===== src/rtl/i2crs_pkg.sv =====
package i2crs_pkg;

    typedef enum logic [3:0] {
        ST_IDLE,
        ST_ADDR,
        ST_ADDR_ACK,
        ST_WADDR,
        ST_WADDR_ACK,
        ST_WDATA,
        ST_WDATA_ACK,
        ST_RDATA,
        ST_RACK,
        ST_WAIT
    } slv_state_t;

    typedef struct packed {
        logic scl_rise;
        logic scl_fall;
        logic start;
        logic stop;
    } bus_evt_t;

endpackage


===== src/rtl/i2crs_sync.sv =====
module i2crs_sync
    import i2crs_pkg::*;
#(
    parameter int STAGES = 2
) (
    input  logic     clk,
    input  logic     rst_n,
    input  logic     scl_i,
    input  logic     sda_i,
    output logic     scl_lvl,
    output logic     sda_lvl,
    output bus_evt_t evt
);
    localparam int DEPTH = STAGES + 1;

    logic [DEPTH-1:0] scl_q;
    logic [DEPTH-1:0] sda_q;

    always_ff @(posedge clk or negedge rst_n) begin
        if (!rst_n) begin
            scl_q <= '1;
            sda_q <= '1;
        end else begin
            scl_q <= {scl_q[DEPTH-2:0], scl_i};
            sda_q <= {sda_q[DEPTH-2:0], sda_i};
        end
    end

    // level after STAGES flops; one extra flop gives the previous level
    assign scl_lvl = scl_q[DEPTH-2];
    assign sda_lvl = sda_q[DEPTH-2];

    always_comb begin
        evt.scl_rise = scl_q[DEPTH-2] & ~scl_q[DEPTH-1];
        evt.scl_fall = ~scl_q[DEPTH-2] & scl_q[DEPTH-1];
        evt.start    = scl_q[DEPTH-2] & scl_q[DEPTH-1] & ~sda_q[DEPTH-2] & sda_q[DEPTH-1];
        evt.stop     = scl_q[DEPTH-2] & scl_q[DEPTH-1] & sda_q[DEPTH-2] & ~sda_q[DEPTH-1];
    end

endmodule


===== src/rtl/i2crs_regs.sv =====
module i2crs_regs #(
    parameter int MAX_ADDR = 63,
    parameter int CLK_REGS = 8,
    localparam int NREG  = MAX_ADDR + 1,
    localparam int PTR_W = $clog2(NREG)
) (
    input  logic                  clk,
    input  logic                  rst_n,
    input  logic                  wr_en,
    input  logic [PTR_W-1:0]      wr_addr,
    input  logic [7:0]            wr_data,
    input  logic [PTR_W-1:0]      rd_addr,
    output logic [7:0]            rd_data,
    input  logic [8*CLK_REGS-1:0] snap,
    input  logic                  snap_load,
    input  logic                  upd_ok
);
    logic [8*NREG-1:0] flat;
    logic              snap_take;

    assign snap_take = snap_load & upd_ok;

    for (genvar i = 0; i < NREG; i++) begin : g_loc
        logic [7:0] q;
        logic       hit;
        assign hit = wr_en && (wr_addr == PTR_W'(i));
        if (i < CLK_REGS) begin : g_clk
            always_ff @(posedge clk or negedge rst_n) begin
                if (!rst_n)         q <= '0;
                else if (hit)       q <= wr_data;
                else if (snap_take) q <= snap[8*i +: 8];
            end
        end else begin : g_ram
            always_ff @(posedge clk or negedge rst_n) begin
                if (!rst_n)   q <= '0;
                else if (hit) q <= wr_data;
            end
        end
        assign flat[8*i +: 8] = q;
    end

    assign rd_data = flat[rd_addr*8 +: 8];

endmodule


===== src/rtl/i2crs_fsm.sv =====
module i2crs_fsm
    import i2crs_pkg::*;
#(
    parameter logic [6:0] SLV_ADDR = 7'b1101000,
    parameter int         MAX_ADDR = 63,
    localparam int        PTR_W    = $clog2(MAX_ADDR + 1)
) (
    input  logic             clk,
    input  logic             rst_n,
    input  bus_evt_t         evt,
    input  logic             sda_lvl,
    input  logic [7:0]       rd_data,
    output logic             sda_oe,
    output logic [PTR_W-1:0] ptr,
    output logic             sel,
    output logic             wr_en,
    output logic [7:0]       wr_data
);
    slv_state_t       st, nxt;
    logic [3:0]       cnt;
    logic [7:0]       shreg;
    logic [7:0]       txsh;
    logic             rw;
    logic             ackd;
    logic             got8;
    logic             addr_hit;
    logic [PTR_W-1:0] ptr_nx;
    logic [PTR_W-1:0] word_ptr;

    assign got8     = (cnt == 4'd8);
    assign addr_hit = (shreg[7:1] == SLV_ADDR);
    assign ptr_nx   = (ptr == PTR_W'(MAX_ADDR)) ? '0 : ptr + 1'b1;
    assign word_ptr = (shreg > 8'(MAX_ADDR)) ? '0 : shreg[PTR_W-1:0];

    // next state
    always_comb begin
        nxt = st;
        if (evt.stop) begin
            nxt = ST_IDLE;
        end else if (evt.start) begin
            nxt = ST_ADDR;
        end else begin
            unique case (st)
                ST_IDLE, ST_WAIT: nxt = st;
                ST_ADDR:      if (evt.scl_fall && got8) nxt = addr_hit ? ST_ADDR_ACK : ST_IDLE;
                ST_ADDR_ACK:  if (evt.scl_fall) nxt = rw ? ST_RDATA : ST_WADDR;
                ST_WADDR:     if (evt.scl_fall && got8) nxt = ST_WADDR_ACK;
                ST_WADDR_ACK: if (evt.scl_fall) nxt = ST_WDATA;
                ST_WDATA:     if (evt.scl_fall && got8) nxt = ST_WDATA_ACK;
                ST_WDATA_ACK: if (evt.scl_fall) nxt = ST_WDATA;
                ST_RDATA:     if (evt.scl_fall && cnt == 4'd7) nxt = ST_RACK;
                ST_RACK:      if (evt.scl_fall) nxt = ackd ? ST_RDATA : ST_WAIT;
                default:      nxt = ST_IDLE;
            endcase
        end
    end

    // state register
    always_ff @(posedge clk or negedge rst_n) begin
        if (!rst_n) st <= ST_IDLE;
        else        st <= nxt;
    end

    // datapath: bit counter, shifters, pointer, selection
    always_ff @(posedge clk or negedge rst_n) begin
        if (!rst_n) begin
            cnt   <= '0;
            shreg <= '0;
            txsh  <= '0;
            rw    <= 1'b0;
            ackd  <= 1'b0;
            sel   <= 1'b0;
            ptr   <= '0;
        end else if (evt.stop) begin
            sel <= 1'b0;
        end else if (evt.start) begin
            cnt <= '0;
        end else begin
            unique case (st)
                ST_ADDR, ST_WADDR, ST_WDATA: begin
                    if (evt.scl_rise && !got8) begin
                        shreg <= {shreg[6:0], sda_lvl};
                        cnt   <= cnt + 1'b1;
                    end
                    if (evt.scl_fall && got8) begin
                        if (st == ST_ADDR) begin
                            sel <= addr_hit;
                            rw  <= shreg[0];
                        end
                        if (st == ST_WADDR) ptr <= word_ptr;
                    end
                end
                ST_ADDR_ACK, ST_WADDR_ACK, ST_WDATA_ACK: begin
                    if (evt.scl_fall) begin
                        cnt <= '0;
                        if (st == ST_ADDR_ACK && rw) txsh <= rd_data;
                        if (st == ST_WDATA_ACK)      ptr  <= ptr_nx;
                    end
                end
                ST_RDATA: begin
                    if (evt.scl_fall) begin
                        if (cnt == 4'd7) begin
                            cnt <= '0;
                        end else begin
                            txsh <= {txsh[6:0], 1'b0};
                            cnt  <= cnt + 1'b1;
                        end
                    end
                end
                ST_RACK: begin
                    if (evt.scl_rise) begin
                        ackd <= ~sda_lvl;
                        if (!sda_lvl) ptr <= ptr_nx;
                    end
                    if (evt.scl_fall && ackd) begin
                        txsh <= rd_data;
                        cnt  <= '0;
                    end
                end
                default: ;
            endcase
        end
    end

    // outputs
    always_comb begin
        unique case (st)
            ST_ADDR_ACK, ST_WADDR_ACK, ST_WDATA_ACK: sda_oe = 1'b1;
            ST_RDATA:                                sda_oe = ~txsh[7];
            default:                                 sda_oe = 1'b0;
        endcase
        wr_en   = (st == ST_WDATA) && evt.scl_fall && got8;
        wr_data = shreg;
    end

endmodule


===== src/rtl/i2c_regslave.sv =====
module i2c_regslave
    import i2crs_pkg::*;
#(
    parameter logic [6:0] SLV_ADDR = 7'b1101000,
    parameter int         MAX_ADDR = 63,
    parameter int         CLK_REGS = 8,
    parameter int         SYNC_STG = 2
) (
    input  logic                  clk,
    input  logic                  rst_n,
    input  logic                  scl_i,
    input  logic                  sda_i,
    output logic                  sda_oe,
    input  logic [8*CLK_REGS-1:0] tk_time,
    input  logic                  tk_load,
    output logic                  tk_upd_ok
);
    localparam int PTR_W = $clog2(MAX_ADDR + 1);

    logic             scl_lvl;
    logic             sda_lvl;
    bus_evt_t         evt;
    logic [PTR_W-1:0] ptr;
    logic             sel;
    logic             wr_en;
    logic [7:0]       wr_data;
    logic [7:0]       rd_data;

    i2crs_sync #(.STAGES(SYNC_STG)) u_sync (
        .clk     (clk),
        .rst_n   (rst_n),
        .scl_i   (scl_i),
        .sda_i   (sda_i),
        .scl_lvl (scl_lvl),
        .sda_lvl (sda_lvl),
        .evt     (evt)
    );

    i2crs_fsm #(.SLV_ADDR(SLV_ADDR), .MAX_ADDR(MAX_ADDR)) u_fsm (
        .clk     (clk),
        .rst_n   (rst_n),
        .evt     (evt),
        .sda_lvl (sda_lvl),
        .rd_data (rd_data),
        .sda_oe  (sda_oe),
        .ptr     (ptr),
        .sel     (sel),
        .wr_en   (wr_en),
        .wr_data (wr_data)
    );

    // freeze while a selected transfer points into the clock locations
    assign tk_upd_ok = ~(sel && (int'(ptr) < CLK_REGS));

    i2crs_regs #(.MAX_ADDR(MAX_ADDR), .CLK_REGS(CLK_REGS)) u_regs (
        .clk       (clk),
        .rst_n     (rst_n),
        .wr_en     (wr_en),
        .wr_addr   (ptr),
        .wr_data   (wr_data),
        .rd_addr   (ptr),
        .rd_data   (rd_data),
        .snap      (tk_time),
        .snap_load (tk_load),
        .upd_ok    (tk_upd_ok)
    );

endmodule


===== config.mk =====
export PLATFORM = sky130hd
export DESIGN_NAME = i2c_regslave
export DESIGN_NICKNAME = d
export VERILOG_FILES = /design/src/rtl/i2crs_pkg.sv /design/src/rtl/i2crs_sync.sv /design/src/rtl/i2crs_regs.sv /design/src/rtl/i2crs_fsm.sv /design/src/rtl/i2c_regslave.sv
export SDC_FILE = /design/constraint.sdc
export NUM_CORES = 1
export LEC_CHECK = 0
export ABC_CLOCK_PERIOD_IN_PS = 3950
export BUFFER_PORTS_ARGS = -buffer_cell sky130_fd_sc_hd__buf_2
export CAP_MARGIN = 10
export CORE_MARGIN = 1.5
export CORE_UTILIZATION = 45
export DETAILED_ROUTE_END_ITERATION = 12
export PLACE_DENSITY = 0.7
export SLEW_MARGIN = 20
export SYNTH_ARGS = -nofsm -noshare
export SYNTH_HDL_FRONTEND = slang
export SYNTH_SLANG_ARGS = --single-unit

===== constraint.sdc =====
create_clock -name clk -period 3.95 [get_ports clk]
set_clock_uncertainty 0.15 [all_clocks]
set_input_delay 0.79 -clock clk [delete_from_list [all_inputs] [get_ports clk]]
set_output_delay 0.79 -clock clk [all_outputs]
set_load 0.005 [all_outputs]

=== Word-level counts from Yosys, hierarchy flattened ===
Cells that the tools add are included.

* Register bits after elaboration: 551
* Input bits: 69

* Add/subtract/negate cells: 2
* $lt $le $gt $ge: 2
* Equal/unequal tests: 98
* Shift operators: 1
* Mux-type cells: 57
* Bitwise operators: 16
* Reductions and logical operators: 101

{| class="wikitable"
|+ Operator list
! operator !! number
|-
| $shiftx 512x10->8 || 1
|-
| $eq 6x6->1 const B || 32
|-
| $mux 8 || 21
|-
| $eq 6x5->1 const B || 16
|-
| $logic_and 1x1->1 || 72
|-
| $mux 4 || 16
|-
| $eq 6x4->1 const B || 8
|-
| $mux 6 || 8
|-
| $pmux 4 s8 || 1
|-
| $eq 6x3->1 const B || 4
|-
| $ne 4x3->1 const B || 6
|-
| $pmux 8 s3 || 1
|-
| $reduce_bool 2->1 || 11
|-
| $eq 4x3->1 const B || 5
|-
| $pmux 6 s3 || 1
|-
| $ne 2x1->1 const B || 8
|-
| $pmux 4 s4 || 1
|-
| $reduce_and 8->1 || 2
|-
| $eq 4x4->1 const B || 3
|-
| $eq 6x2->1 const B || 2
|-
| $ne 3x2->1 const B || 4
|-
| $reduce_and 4->1 || 3
|-
| $reduce_and 9->1 || 1
|-
| $and 1x1->1 || 8
|-
| 25 further kinds || 42
|}

=== Depth between registers and ports, before layout ===
* Depth in word-level cells: 7
* Gate-level depth with buffers: 12

=== Hierarchy ===
Synthesis repeated with hierarchy kept, for this count alone.

* Cell total of the unflattened synthesis: 1,880
* Area, all modules: 26,548.0 um2

{| class="wikitable"
|+ Modules (own cells, without submodules)
! module !! times used !! cells an instance !! area each (um2)
|-
| i2crs_regs || 1 || 1,656 || 24,235.7
|-
| i2crs_fsm || 1 || 213 || 2,112.0
|-
| i2crs_sync || 1 || 10 || 190.2
|-
| i2c_regslave || 1 || 1 || 10.0
|}

=== Least setup slack after synthesis ===
Ideal clock, no wire load.

* Kind: register to register
* Start: register u_fsm.ptr[0]
* End: register u_regs.g_loc[12].q[0]
* Library setup time: 125 ps
* Arrival time: 2,433 ps
* Path slack: 1,242 ps
* Stages on the path, launching flop included: 10
* Path buffers: 4
* Period minus slack after synthesis: 2,708 ps
* Cells stage by stage: dfrtp_1 -> buf_2 -> inv_2 -> buf_2 -> buf_2 -> ha_1 -> nand3_1 -> or3_1 -> buf_4 -> mux2_4

* Word-level cells in the longest chain between the ends: 2

{| class="wikitable"
|+ Ends and longest elaborated chain
! item !! line !! source
|-
| start: declaration || i2crs_fsm.sv:14 || <nowiki>output logic [PTR_W-1:0] ptr,</nowiki>
|-
| start signal: assignment || i2crs_fsm.sv:90 || <nowiki>if (st == ST_WADDR) ptr <= word_ptr;</nowiki>
|-
| start signal: assignment || i2crs_fsm.sv:97 || <nowiki>if (st == ST_WDATA_ACK) ptr <= ptr_nx;</nowiki>
|-
| start signal: assignment || i2crs_fsm.sv:113 || <nowiki>if (!sda_lvl) ptr <= ptr_nx;</nowiki>
|-
| $eq 6x4->1 || i2crs_regs.sv:26 || <nowiki>assign hit = wr_en && (wr_addr == PTR_W'(i));</nowiki>
|-
| $logic_and 1x1->1 || i2crs_regs.sv:26 ||
|-
| end signal: assignment || i2crs_regs.sv:36 || <nowiki>else if (hit) q <= wr_data;</nowiki>
|-
| end: declaration || i2crs_regs.sv:24 || <nowiki>logic [7:0] q;</nowiki>
|}

No other way between the ends.
A chain may end at the register's enable or synchronous reset.

=== Worst setup path in the final report ===
* Start: register u_fsm.ptr[2]
* End: register u_fsm.txsh[6]

* Word-level cells in the longest chain between the ends: 4
* Elaborated cells between the ends (all ways): 5
* Classes of those cells: 1 x shift; 4 x mux

{| class="wikitable"
|+ Ends and longest elaborated chain
! item !! line !! source
|-
| $shiftx 512x10->8 (*) || i2crs_regs.sv:42 || <nowiki>assign rd_data = flat[rd_addr*8 +: 8];</nowiki>
|-
| $mux 8 || i2crs_fsm.sv:96 || <nowiki>if (st == ST_ADDR_ACK && rw) txsh <= rd_data;</nowiki>
|-
| $mux 8 || i2crs_fsm.sv:94 || <nowiki>if (evt.scl_fall) begin</nowiki>
|-
| $pmux 8 s3 (*) || i2crs_fsm.sv:79 || <nowiki>unique case (st)</nowiki>
|-
| end signal: assignment || i2crs_fsm.sv:96 ||
|-
| end signal: assignment || i2crs_fsm.sv:105 || <nowiki>txsh <= {txsh[6:0], 1'b0};</nowiki>
|-
| end signal: assignment || i2crs_fsm.sv:116 || <nowiki>txsh <= rd_data;</nowiki>
|-
| end: declaration || i2crs_fsm.sv:22 || <nowiki>logic [7:0] txsh;</nowiki>
|}

Every way passes the cells marked *; elsewhere a longest branch is shown, timed or not. The select of a mux whose other input is x is not followed.

==> impl_metrics.csv <==
group,metric,value,unit
yosys,postSynthNetCount,2050,
yosys,synth.ff_latch_count,551,
yosys,edff_count_synth,0,
yosys,synthesis_warnings,0,
floorplan,floorplan.initialDensity,0.457,
global_route,maximum_number_of_pins_on_one_net_before_global_route_repair,101,
yosys,synth_fa_ha_area_frac,0.00283,
cells_and_area,insertedDiodeCount,0,
min_path,holdCritPathClass,"primary input to asynchronous set/reset pin",
critical_path,data_arrival_at_the_endpoint_of_the_critical_path,3.60,ns
timing,final_critical_path_setup_slack,0.665,ns
yosys,synthDistinctLibCells,65,
placed_design,dpl.hpwl,46.4,mm
global_route,grt_pass1_vias,17827,
clock_tree,worst_setup_hold_path_clk_slew,0.06,ns
global_route,global_route_wire_length_before_repair,110,mm
cells_and_area,fillerInstances,4826,
yosys,yosys.area_share.simple,0.0585,
yosys,synth_top_family_by_area,"multiplexers",
yosys,compound_cell_area_share_of_the_yosys_netlist,0.0524,
clock_tree,tritoncts,"built",
cells_and_area,design.final.nets,2101,
timing,worst_slew_pin_slew,1.05,ns
yosys,syn_area_per_cell,13.4,µm²
drt,drc,0,
floorplan,die_width,246,µm
placed_design,numPortBuffers,70,
drt,wire_per_inst,25.0,µm
timing,finalCritPeriodShare,0.832,
floorplan,num_rows,88,
critical_path,crit_required,4.26,ns
job,cap_viol_max_count,0,
clock_tree,cts_root_buf,"sky130_fd_sc_hd__clkbuf_16",
yosys,synthMuxAreaShare,0.338,
yosys,synth_commonest_cells,"sky130_fd_sc_hd__dfrtp_1 (545), sky130_fd_sc_hd__mux2_2 (436), sky130_fd_sc_hd__mux2i_1 (189)",
placed_design,final_gp_congestion,0.956,
clock_tree,clkLatencyLatePin,0.62,ns
clock_tree,cts_num_sinks,551,
timing,finalHoldViolCount,0,
clock_tree,cts.repair_timing.setup_buffer_count,0,
timing,setup_viol,0,
drt,detail_route.first_pass.iterations,6,
critical_path,timing_worst_setup_path_type,"flip-flop to flip-flop",
cells_and_area,area.sequential,13800,µm²
critical_path,critical_path.reg2reg.startpoint,"u_fsm.ptr[2]$_DFFE_PN0P_",
cells_and_area,finalInstanceArea,29600,µm²
clock_tree,cts_max_level,2,
critical_path,crit_path_max_fanout,49,
placed_design,pre_cts_slack,0.779,ns
critical_path,timing.reg2reg.setup_slack,0.66,ns
yosys,synth_largest_area_cell,"sky130_fd_sc_hd__dfrtp_1",
floorplan,floorplan.io_pins,71,
clock_tree,max-clock-path-buffers,3,
timing,maxClockFrequency,304,MHz
pwr,powerDensity,427,nW/µm²
yosys,synth_xor_area_frac,0.000330,
cells_and_area,drive_gt1_frac,0.395,
placed_design,area_after_detailed_placement,27800,µm²
yosys,syn_inst,1975,
global_route,total_gr_overflow,0,
timing,finalCriticalPeriod,3.29,ns
yosys,syn_area,26500,µm²
placed_design,place.detailed.instances,2731,
critical_path,timing.critical_path.cells,"and2_1 > buf_4 > a22oi_1 > a21oi_1 > nor4b_1 > a211oi_1 > o31ai_1",
drt,antenna_left,0,
drt,drt_first_iter_violations,1730,
timing,final.setup.tns,0,ns
critical_path,r2r-end,"u_fsm.txsh[6]$_DFFE_PN0P_",
critical_path,endpoint,"u_fsm.txsh[6]$_DFFE_PN0P_",
run_status,status,"complete, no violations",
cells_and_area,total_area_of_multi_input_combinational_cells,12000,µm²
global_route,number_of_antenna_violations_at_the_first_check_in_global_routing,0,
floorplan,fp.coreArea,58000,µm²
floorplan,die_h,246,µm
yosys,synth-seq-area-share,0.520,
critical_path,reg2reg_depth,7,
global_route,aggregate_global_route_resource_usage,0.239,
pwr,cellLeakagePower,0.0137,µW
drt,postRouteWirelength,70.8,mm
drt,routed-via-count,17279,
timing,final-max-slew-violation-count,0,
clock_tree,cts_inserted_buffers,58,
yosys,synth_most_common_cell,"sky130_fd_sc_hd__dfrtp_1",
pwr,peakVddDrop,799,µV
critical_path,crit_path_max_incr_delay,0.99,ns
critical_path,critical-path-slowest-cell,"sky130_fd_sc_hd__dfrtp_4",
yosys,ys_dominant_reg_cell,"sky130_fd_sc_hd__dfrtp_1",
critical_path,critPathCaptureType,"flip-flop",
drt,detail_route.vias_per_cell,6.10,
timing,maxSlewHeadroom,0.302,
critical_path,setup.worst_path.start,"u_fsm.ptr[2]$_DFFE_PN0P_",
timing,grt_setup_unrepaired,"no",
yosys,synth_area_leaders,"sky130_fd_sc_hd__dfrtp_1 (51%), sky130_fd_sc_hd__mux2_2 (19%), sky130_fd_sc_hd__mux2i_1 (7.1%)",
cells_and_area,layout.cells.non_filler,2833,
clock_tree,hold_buffers,0,
critical_path,crit_path_start_kind,"flip-flop",
yosys,synth_largest_type_area_fraction,0.514,
floorplan,fp.dieArea,60400,µm²
yosys,post_synthesis_async_set_or_reset_flop_share,1.00,
cells_and_area,area_growth,11.7,%
clock_tree,number_of_instances_resized_during_post_cts_repair,0,
[worst min-delay path by stage]
stage / startpoint / end / slack, ns
after floorplan: u_sync.scl_q[0]$_DFF_PN1_ / u_sync.scl_q[1]$_DFF_PN1_ / 0.20
after global placement: u_sync.sda_q[0]$_DFF_PN1_ / u_sync.sda_q[1]$_DFF_PN1_ / 0.20
after detailed placement: u_sync.sda_q[0]$_DFF_PN1_ / u_sync.sda_q[1]$_DFF_PN1_ / 0.20
after CTS: scl_i / u_sync.scl_q[0]$_DFF_PN1_ / 0.1
after global routing: scl_i / u_sync.scl_q[0]$_DFF_PN1_ / 0.1
final: rst_n / u_regs.g_loc[0].q[3]$_DFFE_PN0P_ / 0.07
[routing by layer]
metal | global-route usage | share of wire | routed length, µm | up-vias
met5 | 0 | 0 | 0 | -
met1 | 0.334 | 0.43 | 30700 | 9089
met4 | 0.0837 | 0.035 | 2470 | 0
met2 | 0.371 | 0.46 | 32600 | 657
met3 | 0.0450 | 0.070 | 4970 | 168
li1 | - | - | - | 7365
[placed cells by master (no fill, tap or decap), drive strengths merged, types with 7 or more instances in the layout]
| master | count |
|---|---|
| a21oi | 84 |
| a22oi | 60 |
| a31oi | 15 |
| and2 | 8 |
| buf | 141 |
| clkbuf | 93 |
| clkinv | 9 |
| dfrtp | 545 |
| inv | 9 |
| mux2 | 464 |
| mux2i | 189 |
| mux4 | 76 |
| nand2 | 62 |
| nand2b | 13 |
| nand3 | 44 |
| nor2 | 116 |
| nor2b | 8 |
| nor3 | 21 |
| o21ai | 29 |
| o22ai | 10 |
| or3 | 7 |
[registers in the layout, indices dropped and copies added (netlist names)]
name            cells
u_regs.g_loc.q    512
u_fsm.ptr           6
u_fsm.wr_data       8
u_fsm.txsh          8
u_fsm.cnt           4
u_fsm.rw            1
u_fsm.ackd          1
u_sync.scl_q        3
u_sync.sda_q        3
u_fsm.st            4
u_fsm.sel           1
[worst max-delay path: cells and delay by family, from the launching register on]
family	cells	cell delay, ns
AND/OR/NAND/NOR	2	0.65
flip-flops	1	0.99
AO/OA/AOI/OAI	4	0.90
buffers and inverters	1	0.41
[logic make-up after synthesis]
| group | after synthesis |
|---|---|
| muxes | 729 |
| DFF | 551 |
| and+or+nand+nor | 304 |
| AOI/OAI and AO/OA | 225 |
| buffers and inverters | 159 |
| adders and majority gates | 6 |
| xor gates and xnor gates | 1 |
[stage by stage]
| step | power (µW) | utilization | hold WS, ns |
|---|---|---|---|
| final | 12700 | 0.511 | 0.0732 |
| after detailed placement | 7530 | 0.480 | 0.200 |
| after global routing | 13100 | 0.511 | 0.0989 |
| after global placement | 7470 | 0.480 | 0.200 |
| after CTS | 12700 | 0.511 | 0.0979 |
| after floorplan | 6810 | - | 0.195 |
[final cells by class]
type | count | area share
flip-flops and latches | 551 | 0.466
clock buffers | 93 | 0.0589
inverters | 9 | 0.00114
well taps | 765 | 0.0323
multi-input cells | 1265 | 0.405
repair buffers | 141 | 0.0348
clock inverters | 9 | 0.00165
[report_power, final]
| group | internal (µW) | switching, µW | leakage, µW |
|---|---|---|---|
| registers | 5780 | 405 | 0.00750 |
| clock network | 3000 | 2200 | 0.000885 |
| logic | 328 | 954 | 0.00535 |
| total | 9100 | 3560 | 0.0137 |
Power figures use the tool's default switching activity.
